<file path="src/rtl/alu_pkg.sv">
package alu_pkg;

  typedef enum logic [3:0] {
    OP_ADD  = 4'd0,
    OP_ADDU = 4'd1,
    OP_SUB  = 4'd2,
    OP_SUBU = 4'd3,
    OP_AND  = 4'd4,
    OP_OR   = 4'd5,
    OP_XOR  = 4'd6,
    OP_NOR  = 4'd7,
    OP_SLT  = 4'd8,
    OP_SLTU = 4'd9,
    OP_SLL  = 4'd10,
    OP_SRL  = 4'd11,
    OP_SRA  = 4'd12,
    OP_SLLV = 4'd13,
    OP_SRLV = 4'd14,
    OP_SRAV = 4'd15
  } aluOp_e;

  typedef enum logic [1:0] {
    RES_ARITH = 2'd0,
    RES_LOGIC = 2'd1,
    RES_LESS  = 2'd2,
    RES_SHIFT = 2'd3
  } resSel_e;

  typedef enum logic [1:0] {
    LG_AND = 2'd0,
    LG_OR  = 2'd1,
    LG_XOR = 2'd2,
    LG_NOR = 2'd3
  } logicFn_e;

  // Strobes from the decoder to the datapath
  typedef struct packed {
    logic     subtract;     // invert B and carry in one
    logic     trapEn;       // allow overflow to reach the trap output
    logic     immSigned;    // sign-extend the immediate, else zero-extend
    logic     lessUnsigned; // compare as natural numbers
    logicFn_e logicFn;
    logic     shiftRight;
    logic     shiftArith;
    logic     shiftVar;     // distance from operand A
    resSel_e  resSel;
  } aluCtrl_t;

endpackage

</file>
<file path="src/rtl/alu_ctrl.sv">
module alu_ctrl
  import alu_pkg::*;
(
  input  logic [3:0] aluOp,
  output aluCtrl_t   ctrl
);

  aluOp_e opCode;
  assign opCode = aluOp_e'(aluOp);

  always_comb begin
    ctrl = '{subtract: 1'b0, trapEn: 1'b0, immSigned: 1'b1,
             lessUnsigned: 1'b0, logicFn: LG_AND, shiftRight: 1'b0,
             shiftArith: 1'b0, shiftVar: 1'b0, resSel: RES_ARITH};
    unique case (opCode)
      OP_ADD:  ctrl.trapEn = 1'b1;
      OP_ADDU: ctrl.trapEn = 1'b0;
      OP_SUB: begin
        ctrl.subtract = 1'b1;
        ctrl.trapEn   = 1'b1;
      end
      OP_SUBU: ctrl.subtract = 1'b1;
      OP_AND, OP_OR, OP_XOR, OP_NOR: begin
        ctrl.immSigned = 1'b0;
        ctrl.resSel    = RES_LOGIC;
        ctrl.logicFn   = logicFn_e'(aluOp[1:0]);
      end
      OP_SLT, OP_SLTU: begin
        ctrl.subtract     = 1'b1;
        ctrl.resSel       = RES_LESS;
        ctrl.lessUnsigned = aluOp[0];
      end
      OP_SLL, OP_SRL, OP_SRA: begin
        ctrl.resSel     = RES_SHIFT;
        ctrl.shiftRight = (opCode != OP_SLL);
        ctrl.shiftArith = (opCode == OP_SRA);
      end
      OP_SLLV, OP_SRLV, OP_SRAV: begin
        ctrl.resSel     = RES_SHIFT;
        ctrl.shiftVar   = 1'b1;
        ctrl.shiftRight = (opCode != OP_SLLV);
        ctrl.shiftArith = (opCode == OP_SRAV);
      end
      default: ctrl.resSel = RES_ARITH;
    endcase
  end

endmodule

</file>
<file path="src/rtl/alu_shifter.sv">
module alu_shifter #(
  parameter int DATA_W  = 32,
  parameter int SHAMT_W = $clog2(DATA_W)
) (
  input  logic [DATA_W-1:0]  dataIn,
  input  logic [SHAMT_W-1:0] amount,
  input  logic               shiftRight,
  input  logic               shiftArith,
  output logic [DATA_W-1:0]  dataOut
);

  logic [DATA_W-1:0] revIn;
  logic [DATA_W-1:0] revOut;
  logic [DATA_W-1:0] stage [SHAMT_W+1];
  logic              fillBit;

  assign fillBit  = shiftRight & shiftArith & dataIn[DATA_W-1];

  // Left shifts run through the right-shift network on reversed bits
  for (genvar i = 0; i < DATA_W; i++) begin : g_rev
    assign revIn[i]  = dataIn[DATA_W-1-i];
    assign revOut[i] = stage[SHAMT_W][DATA_W-1-i];
  end

  assign stage[0] = shiftRight ? dataIn : revIn;

  for (genvar s = 0; s < SHAMT_W; s++) begin : g_stage
    localparam int STEP = 1 << s;
    assign stage[s+1] = amount[s] ? {{STEP{fillBit}}, stage[s][DATA_W-1:STEP]}
                                  : stage[s];
  end

  assign dataOut = shiftRight ? stage[SHAMT_W] : revOut;

endmodule

</file>
<file path="src/rtl/alu_dp.sv">
module alu_dp
  import alu_pkg::*;
#(
  parameter int DATA_W  = 32,
  parameter int IMM_W   = 16,
  parameter int SHAMT_W = $clog2(DATA_W)
) (
  input  aluCtrl_t           ctrl,
  input  logic [DATA_W-1:0]  opA,
  input  logic [DATA_W-1:0]  opB,
  input  logic [IMM_W-1:0]   imm16,
  input  logic               useImm,
  input  logic [SHAMT_W-1:0] shamt,
  output logic [DATA_W-1:0]  result,
  output logic               zero,
  output logic               ovfTrap
);

  localparam int EXT_W = DATA_W - IMM_W;

  logic [DATA_W-1:0] immExt;
  logic [DATA_W-1:0] secondOp;
  logic [DATA_W-1:0] bAdj;
  logic [DATA_W:0]   sumWide;
  logic [DATA_W-1:0] sum;
  logic              carryOut;
  logic              rawOvf;
  logic              lessBit;
  logic [DATA_W-1:0] logicRes;
  logic [DATA_W-1:0] shiftRes;
  logic [SHAMT_W-1:0] shiftDist;

  // Immediate extender
  assign immExt   = ctrl.immSigned ? {{EXT_W{imm16[IMM_W-1]}}, imm16}
                                   : {{EXT_W{1'b0}}, imm16};
  assign secondOp = useImm ? immExt : opB;

  // Shared adder: subtract and compare use A + ~B + 1
  assign bAdj     = ctrl.subtract ? ~secondOp : secondOp;
  assign sumWide  = {1'b0, opA} + {1'b0, bAdj} + {{DATA_W{1'b0}}, ctrl.subtract};
  assign sum      = sumWide[DATA_W-1:0];
  assign carryOut = sumWide[DATA_W];
  assign rawOvf   = (opA[DATA_W-1] == bAdj[DATA_W-1]) &&
                    (sum[DATA_W-1] != opA[DATA_W-1]);
  assign lessBit  = ctrl.lessUnsigned ? ~carryOut : (sum[DATA_W-1] ^ rawOvf);

  always_comb begin
    unique case (ctrl.logicFn)
      LG_AND:  logicRes = opA & secondOp;
      LG_OR:   logicRes = opA | secondOp;
      LG_XOR:  logicRes = opA ^ secondOp;
      default: logicRes = ~(opA | secondOp);
    endcase
  end

  assign shiftDist = ctrl.shiftVar ? opA[SHAMT_W-1:0] : shamt;

  alu_shifter #(
    .DATA_W (DATA_W),
    .SHAMT_W(SHAMT_W)
  ) u_shifter (
    .dataIn    (opB),
    .amount    (shiftDist),
    .shiftRight(ctrl.shiftRight),
    .shiftArith(ctrl.shiftArith),
    .dataOut   (shiftRes)
  );

  always_comb begin
    unique case (ctrl.resSel)
      RES_ARITH: result = sum;
      RES_LOGIC: result = logicRes;
      RES_LESS:  result = {{(DATA_W-1){1'b0}}, lessBit};
      default:   result = shiftRes;
    endcase
  end

  assign zero    = ~|result;
  assign ovfTrap = ctrl.trapEn & (ctrl.resSel == RES_ARITH) & rawOvf;

endmodule

</file>
<file path="src/rtl/int_alu32.sv">
module int_alu32
  import alu_pkg::*;
#(
  parameter int DATA_W  = 32,
  parameter int IMM_W   = 16,
  parameter int SHAMT_W = $clog2(DATA_W)
) (
  input  logic [DATA_W-1:0]  opA,
  input  logic [DATA_W-1:0]  opB,
  input  logic [IMM_W-1:0]   imm16,
  input  logic               useImm,
  input  logic [SHAMT_W-1:0] shamt,
  input  logic [3:0]         aluOp,
  output logic [DATA_W-1:0]  result,
  output logic               zero,
  output logic               ovfTrap
);

  aluCtrl_t ctrl;

  alu_ctrl u_ctrl (
    .aluOp(aluOp),
    .ctrl (ctrl)
  );

  alu_dp #(
    .DATA_W (DATA_W),
    .IMM_W  (IMM_W),
    .SHAMT_W(SHAMT_W)
  ) u_dp (
    .ctrl   (ctrl),
    .opA    (opA),
    .opB    (opB),
    .imm16  (imm16),
    .useImm (useImm),
    .shamt  (shamt),
    .result (result),
    .zero   (zero),
    .ovfTrap(ovfTrap)
  );

endmodule

</file>
<file path="config.mk">
export PLATFORM = sky130hd
export DESIGN_NAME = int_alu32
export DESIGN_NICKNAME = d
export VERILOG_FILES = /design/src/rtl/alu_pkg.sv /design/src/rtl/alu_ctrl.sv /design/src/rtl/alu_shifter.sv /design/src/rtl/alu_dp.sv /design/src/rtl/int_alu32.sv
export SDC_FILE = /design/constraint.sdc
export NUM_CORES = 1
export LEC_CHECK = 0
export BUFFER_PORTS_ARGS = -buffer_cell sky130_fd_sc_hd__buf_2
export CAP_MARGIN = 15
export CORE_ASPECT_RATIO = 0.6
export CORE_MARGIN = 2
export CORE_UTILIZATION = 60
export DETAILED_ROUTE_END_ITERATION = 7
export PLACE_DENSITY = 0.84
export SYNTH_ARGS = -nofsm -noshare
export SYNTH_HDL_FRONTEND = slang
export SYNTH_SLANG_ARGS = --single-unit
</file>
<file path="constraint.sdc">
create_clock -name vclk -period 5.95
set_input_delay 0 -clock vclk [all_inputs]
set_output_delay 0 -clock vclk [all_outputs]
set_load 0.02 [all_outputs]
</file>
Word level (Yosys, flattened, before mapping):

Index checks and enable logic that the tools add are counted.

* $add $sub $neg: 2
* equal/unequal tests: 22
* muxes and demuxes: 21
* bitwise gates (word level): 11
* reduce and logical (&&, ||, !) cells: 13

Operators with widths (number)
* two-way mux 32 bit: 10
* case mux 32 bit (3 select lines): 2
* inverter 32 bit: 2
* adder 32 x 32 -> 33 bit: 1
* adder 33 x 1 -> 33 bit: 1
* bitwise AND 32 bit: 1
* == test 4 bit (second input constant): 8
* OR 32 bit: 1
* OR reduction 32 bit: 1
* bitwise XOR 32 bit: 1
* == test 4 x 3 -> 1 bit (second input constant): 4
* == test 4 x 2 -> 1 bit (second input constant): 2
* != test 4 bit (second input constant): 2
* OR reduction 4 bit: 2
* case mux 2 bit (3 select lines): 1
* OR reduction 3 bit: 2
* OR reduction 6 bit: 1
* two-way mux 1 bit: 5
* two-way mux 5 bit: 1
* bitwise AND 1 bit: 4
* == test 2 x 1 -> 1 bit (second input constant): 2
* == test 2 bit (second input constant): 2
* logical NOT 2 bit: 2
* logical NOT 4 bit: 1
* other kinds (9): 10

* register bits after elaboration: 0
* input bits: 90
* output and inout bits: 34

Depth between registers and ports, before layout:

* depth in word-level cells: 15
* gate-level depth with buffers: 23
* depth with buffers taken out: 18

Modules after synthesis:

Synthesis repeated with hierarchy kept, for this count alone.

* cell total of the unflattened synthesis: 1262
* area total of the unflattened synthesis: 9072.5 um^2

By module, submodules not included
* alu_dp: instances 1, cells an instance 764, area an instance 5069.9 um^2
* alu_shifter: instances 1, cells an instance 479, area an instance 3881.2 um^2
* alu_ctrl: instances 1, cells an instance 19, area an instance 121.4 um^2

Worst setup path after synthesis:

OpenSTA, ideal clock, no wires.

* path type: in2out
* start: in aluOp[3]
* end: out zero
* arrival time: 4.804 ns
* slack: 1.146 ns
* stages on the path: 23
* path through: buf_2 -> inv_1 -> clkbuf_1 -> nand2_1 -> clkbuf_1 -> nand2_1 -> nand2_1 -> clkbuf_1 -> o21ai_0 -> xnor2_1 -> ha_1 -> clkbuf_1 -> nand4_1 -> nor2_1 -> nand2_1 -> a211o_1 -> and3_1 -> mux2i_1 -> a211oi_1 -> o211ai_1 -> nor2_1 -> or4b_2 -> nor4_2

RTL lines
* from (decl): line int_alu32.sv:13 `input logic [3:0] aluOp,`
* parallel branches: the longest is 11 deep, another holds adder 32 x 32 -> 33 bit
* case mux 32 bit (3 select lines) *: line alu_dp.sv:70 `unique case (ctrl.resSel)`
* named net result[27]: line int_alu32.sv:14 `output logic [DATA_W-1:0] result,`
* OR reduction 32 bit *: line alu_dp.sv:78 `assign zero = ~|result;`
* logical NOT 1 bit *: line alu_dp.sv:78
* to (decl): line int_alu32.sv:15 `output logic zero,`

Mark *: on every way through the listed nets, which the timed path passes.

Worst setup path after layout:

* start: in aluOp[3]
* end: out zero

* word-level cells in the longest chain between the ends: 15

RTL lines
* == test 4 x 3 -> 1 bit: line alu_ctrl.sv:15 `unique case (opCode)`
* OR reduction 4 bit: line alu_ctrl.sv:15
* two-way mux 32 bit: line alu_dp.sv:34 `assign immExt = ctrl.immSigned ? {{EXT_W{imm16[IMM_W-1]}}, imm16}`
* two-way mux 32 bit: line alu_dp.sv:36 `assign secondOp = useImm ? immExt : opB;`
* inverter 32 bit: line alu_dp.sv:39 `assign bAdj = ctrl.subtract ? ~secondOp : secondOp;`
* two-way mux 32 bit: line alu_dp.sv:39
* adder 32 x 32 -> 33 bit: line alu_dp.sv:40 `assign sumWide = {1'b0, opA} + {1'b0, bAdj} + {{DATA_W{1'b0}}, ctrl.subtract};`
* adder 33 x 1 -> 33 bit: line alu_dp.sv:40
* != test 1 bit: line alu_dp.sv:44 `(sum[DATA_W-1] != opA[DATA_W-1]);`
* logical AND 1 bit: line alu_dp.sv:43 `assign rawOvf = (opA[DATA_W-1] == bAdj[DATA_W-1]) &&`
* bitwise XOR 1 bit: line alu_dp.sv:45 `assign lessBit = ctrl.lessUnsigned ? ~carryOut : (sum[DATA_W-1] ^ rawOvf);`
* two-way mux 1 bit: line alu_dp.sv:45
* case mux 32 bit (3 select lines) *: line alu_dp.sv:70
* OR reduction 32 bit *: line alu_dp.sv:78
* logical NOT 1 bit *: line alu_dp.sv:78

Mark *: on every way between the ends. The rest lies on a longest branch, timed or not.

==> impl_metrics.json <==
{
  "ys_seq_area_frac": 0,
  "nets": 1361,
  "top_layer_used": "met5",
  "vdd_drop_max_v": 0.00009250,
  "slew_viol_final": 0,
  "dp_slack_ns": 0.8090,
  "diodes": 0,
  "dieHeight_um": 93.82,
  "multi_input_area_um2": 7477,
  "crit_path_end_kind": "primary output",
  "fin_crit_ns": 5.389,
  "yosysTopAreaCell": "ha_1",
  "max_slew_margin": 0.3051,
  "regArea_um2": 0,
  "period_share": 0.9058,
  "boundaryPins": 124,
  "overflow": 0,
  "holdBufCountCts": 0,
  "die_w_um": 153.7,
  "hold_viol": 0,
  "clock_buffer_count": 0,
  "pwr_density_cell_nw_per_um2": 156.4,
  "syn-num-nets": 1286,
  "fin_ws_ns": 0.5605,
  "critPathLaunchType": "input port",
  "cp.required_ns": 5.95,
  "route.met2.wl_mm": 13.01,
  "synth_cells": 1100,
  "p_int_w": 0.0004844,
  "netlist_area_um2": 8066,
  "vias": 9924,
  "synth_top_area_frac": 0.1474,
  "cp-startpoint": "aluOp[3]",
  "fmax_mhz": 185.5,
  "grt_pass1_vias": 8930,
  "coreArea_um2": 12970,
  "fill_cells": 1173,
  "cts_resized": 0,
  "hold_path_class": "in2out",
  "clkPwrFrac": 0,
  "post_cts_buffers": 0,
  "die-area_um2": 14420,
  "drt_pre_antenna_iters": 7,
  "dp_hpwl_mm": 28.36,
  "sw_frac_of_total": 0.6470,
  "syn_to_final_growth_pct": 8.733,
  "crit_fanout": 20,
  "grt_use_total": 0.4679,
  "antenna_found_initial": 2,
  "rsz0062_at_grt": "no",
  "io_buffers": 124,
  "drive_above_1_share": 0.1858,
  "synth_cell_type_count": 78,
  "cp_slowest_stage_delay_ns": 0.66,
  "ys_warn_count": 0,
  "post_drt_via_cell_ratio": 7.389,
  "setup-violations-final": 0,
  "wl_met3_mm": 6.781,
  "fp-row-count": 32,
  "wirelength_mm": 34.82,
  "comb_power_share": 1.000,
  "design.seq.count": 0,
  "tns_ns": 0,
  "grt_pass1_wl_mm": 52.52,
  "crit_end": "zero",
  "cp.arrival_ns": 5.39,
  "wl_met1_mm": 13.90,
  "place_congestion": 1.104,
  "drc": 0,
  "seqPwrFrac": 0,
  "grt_max_degree": 40,
  "power.switching_w": 0.0008877,
  "wire_per_inst_um": 25.92,
  "postLayoutCoreUtil": 0.6761,
  "status": "finished clean",
  "path_cells": "buf_2, nand2b_1, a21oi_4, buf_4, xnor2_1, ha_1, nand3_1, nor3_1, a21bo_2, nor4b_1, o21ai_0, a31oi_1, nor3_1, a21oi_1, or4b_2, nor4_2, buf_2",
  "worst_slew_pin_slew_ns": 1.021,
  "drtIter0Drc": 1746,
  "yosys-top-cells-area": "ha_1 15%, mux2i_1 9.7%, mux4_2 9.2%, xnor2_1 6.0%, a21oi_1 5.6%",
  "power.leakage_nw": 4.024,
  "start_util": 0.6218,
  "synth_area_per_cell_um2": 7.333,
  "cp_slowest_cell": "or4b_2",
  "worstSetupPathType": "in2out",
  "drv_cap": 0,
  "drtAntennaViolNets": 0
}
-- cell usage after synthesis, types with 6 or more instances --
cell      number
ha_1          95
nand2_1       93
a21oi_1       90
inv_1         79
mux2i_1       78
o21ai_0       73
nor2_1        72
xnor2_1       55
clkbuf_1      46
mux4_2        33
nand3_1       26
a211oi_1      25
xor2_1        25
a21o_1        23
o22ai_1       22
mux2_2        18
a31oi_1       16
nor2b_1       16
o211ai_1      16
nand4_1       15
a22oi_1       13
buf_1         11
nor3_1        11
buf_2         10
a221oi_1       8
nor4_1         8
and3_1         7
a211o_1        6
o21bai_1       6
o221ai_1       6
o31ai_1        6
-- worst min-delay path by stage --
stage | start | end | slack (ns) | cells past startpoint
after detailed placement | opA[31] | ovfTrap | 0.57 | 5
after CTS | opA[31] | ovfTrap | 0.58 | 5
after global placement | opA[31] | ovfTrap | 0.57 | 5
after floorplan | opA[31] | ovfTrap | 0.27 | 3
after global routing | opA[31] | ovfTrap | 0.62 | 5
final | opA[31] | ovfTrap | 0.59 | 5
-- layout make-up --
class                      instances  area share
inverter                          80     0.03424
multi-input combinational        948      0.8525
tap                              170     0.02425
timing repair buffer             145     0.08902
-- cells by family after synthesis --
logic type	Yosys count	share of synthesized area
compound gates	359	0.2927
mux	135	0.2299
simple gates	278	0.1647
fa+ha+maj	96	0.1498
buf+inv	152	0.07600
xor+xnor	80	0.08686
-- power by group through the flow --
stage	Combinational (W)	Clock, W	Sequential [W]
6_report	0.00137	0	0
5_1_grt	0.00144	0	0
4_1_cts	0.00130	0	0
3_5_place_dp	0.00129	0	0
3_3_place_gp	0.00128	0	0
2_1_floorplan	0.000889	0	0
-- metal layers --
metal  vias to the layer above  track usage
li1                       4279            -
met1                      4569       0.6496
met2                       927       0.6496
met3                       147       0.2251
met4                         2      0.09709
met5                         -            0
-- per-stage QoR --
stage,area (µm²),instances,hold WS (ns),power (W)
6_report,8771,1343,0.5864,0.001372
5_1_grt,8771,1343,0.6232,0.001440
4_1_cts,8771,1343,0.5797,0.001298
3_5_place_dp,8771,1343,0.5698,0.001292
3_3_place_gp,8771,1343,0.5660,0.001278
2_1_floorplan,8066,1100,0.2676,0.0008893
-- critical path, delay by kind of cell --
kind / cells / cell delay [ns]
AO/OA/AOI/OAI: 5 / 1.48
XOR/XNOR: 1 / 0.14
adder cells (fa/ha/maj): 1 / 0.43
buffers and inverters: 3 / 0.96
AND/OR/NAND/NOR: 7 / 2.34
-- layout by cell type, fill, tap and decap left out, types with 7 or more instances in the layout --
cell type and instances:
a211oi_1 25, a21o_1 23, a21oi_1 89, a221oi_1 8
a22oi_1 13, a31oi_1 16, and3_1 7, buf_2 123
buf_4 22, ha_1 95, inv_1 79, mux2_2 18
mux2i_1 76, mux4_2 33, nand2_1 93, nand3_1 26
nand4_1 15, nor2_1 72, nor2b_1 16, nor3_1 11
nor4_1 8, o211ai_1 16, o21ai_0 73, o22ai_1 22
xnor2_1 55, xor2_1 25
No activity file was read; power rests on OpenSTA's default activity.
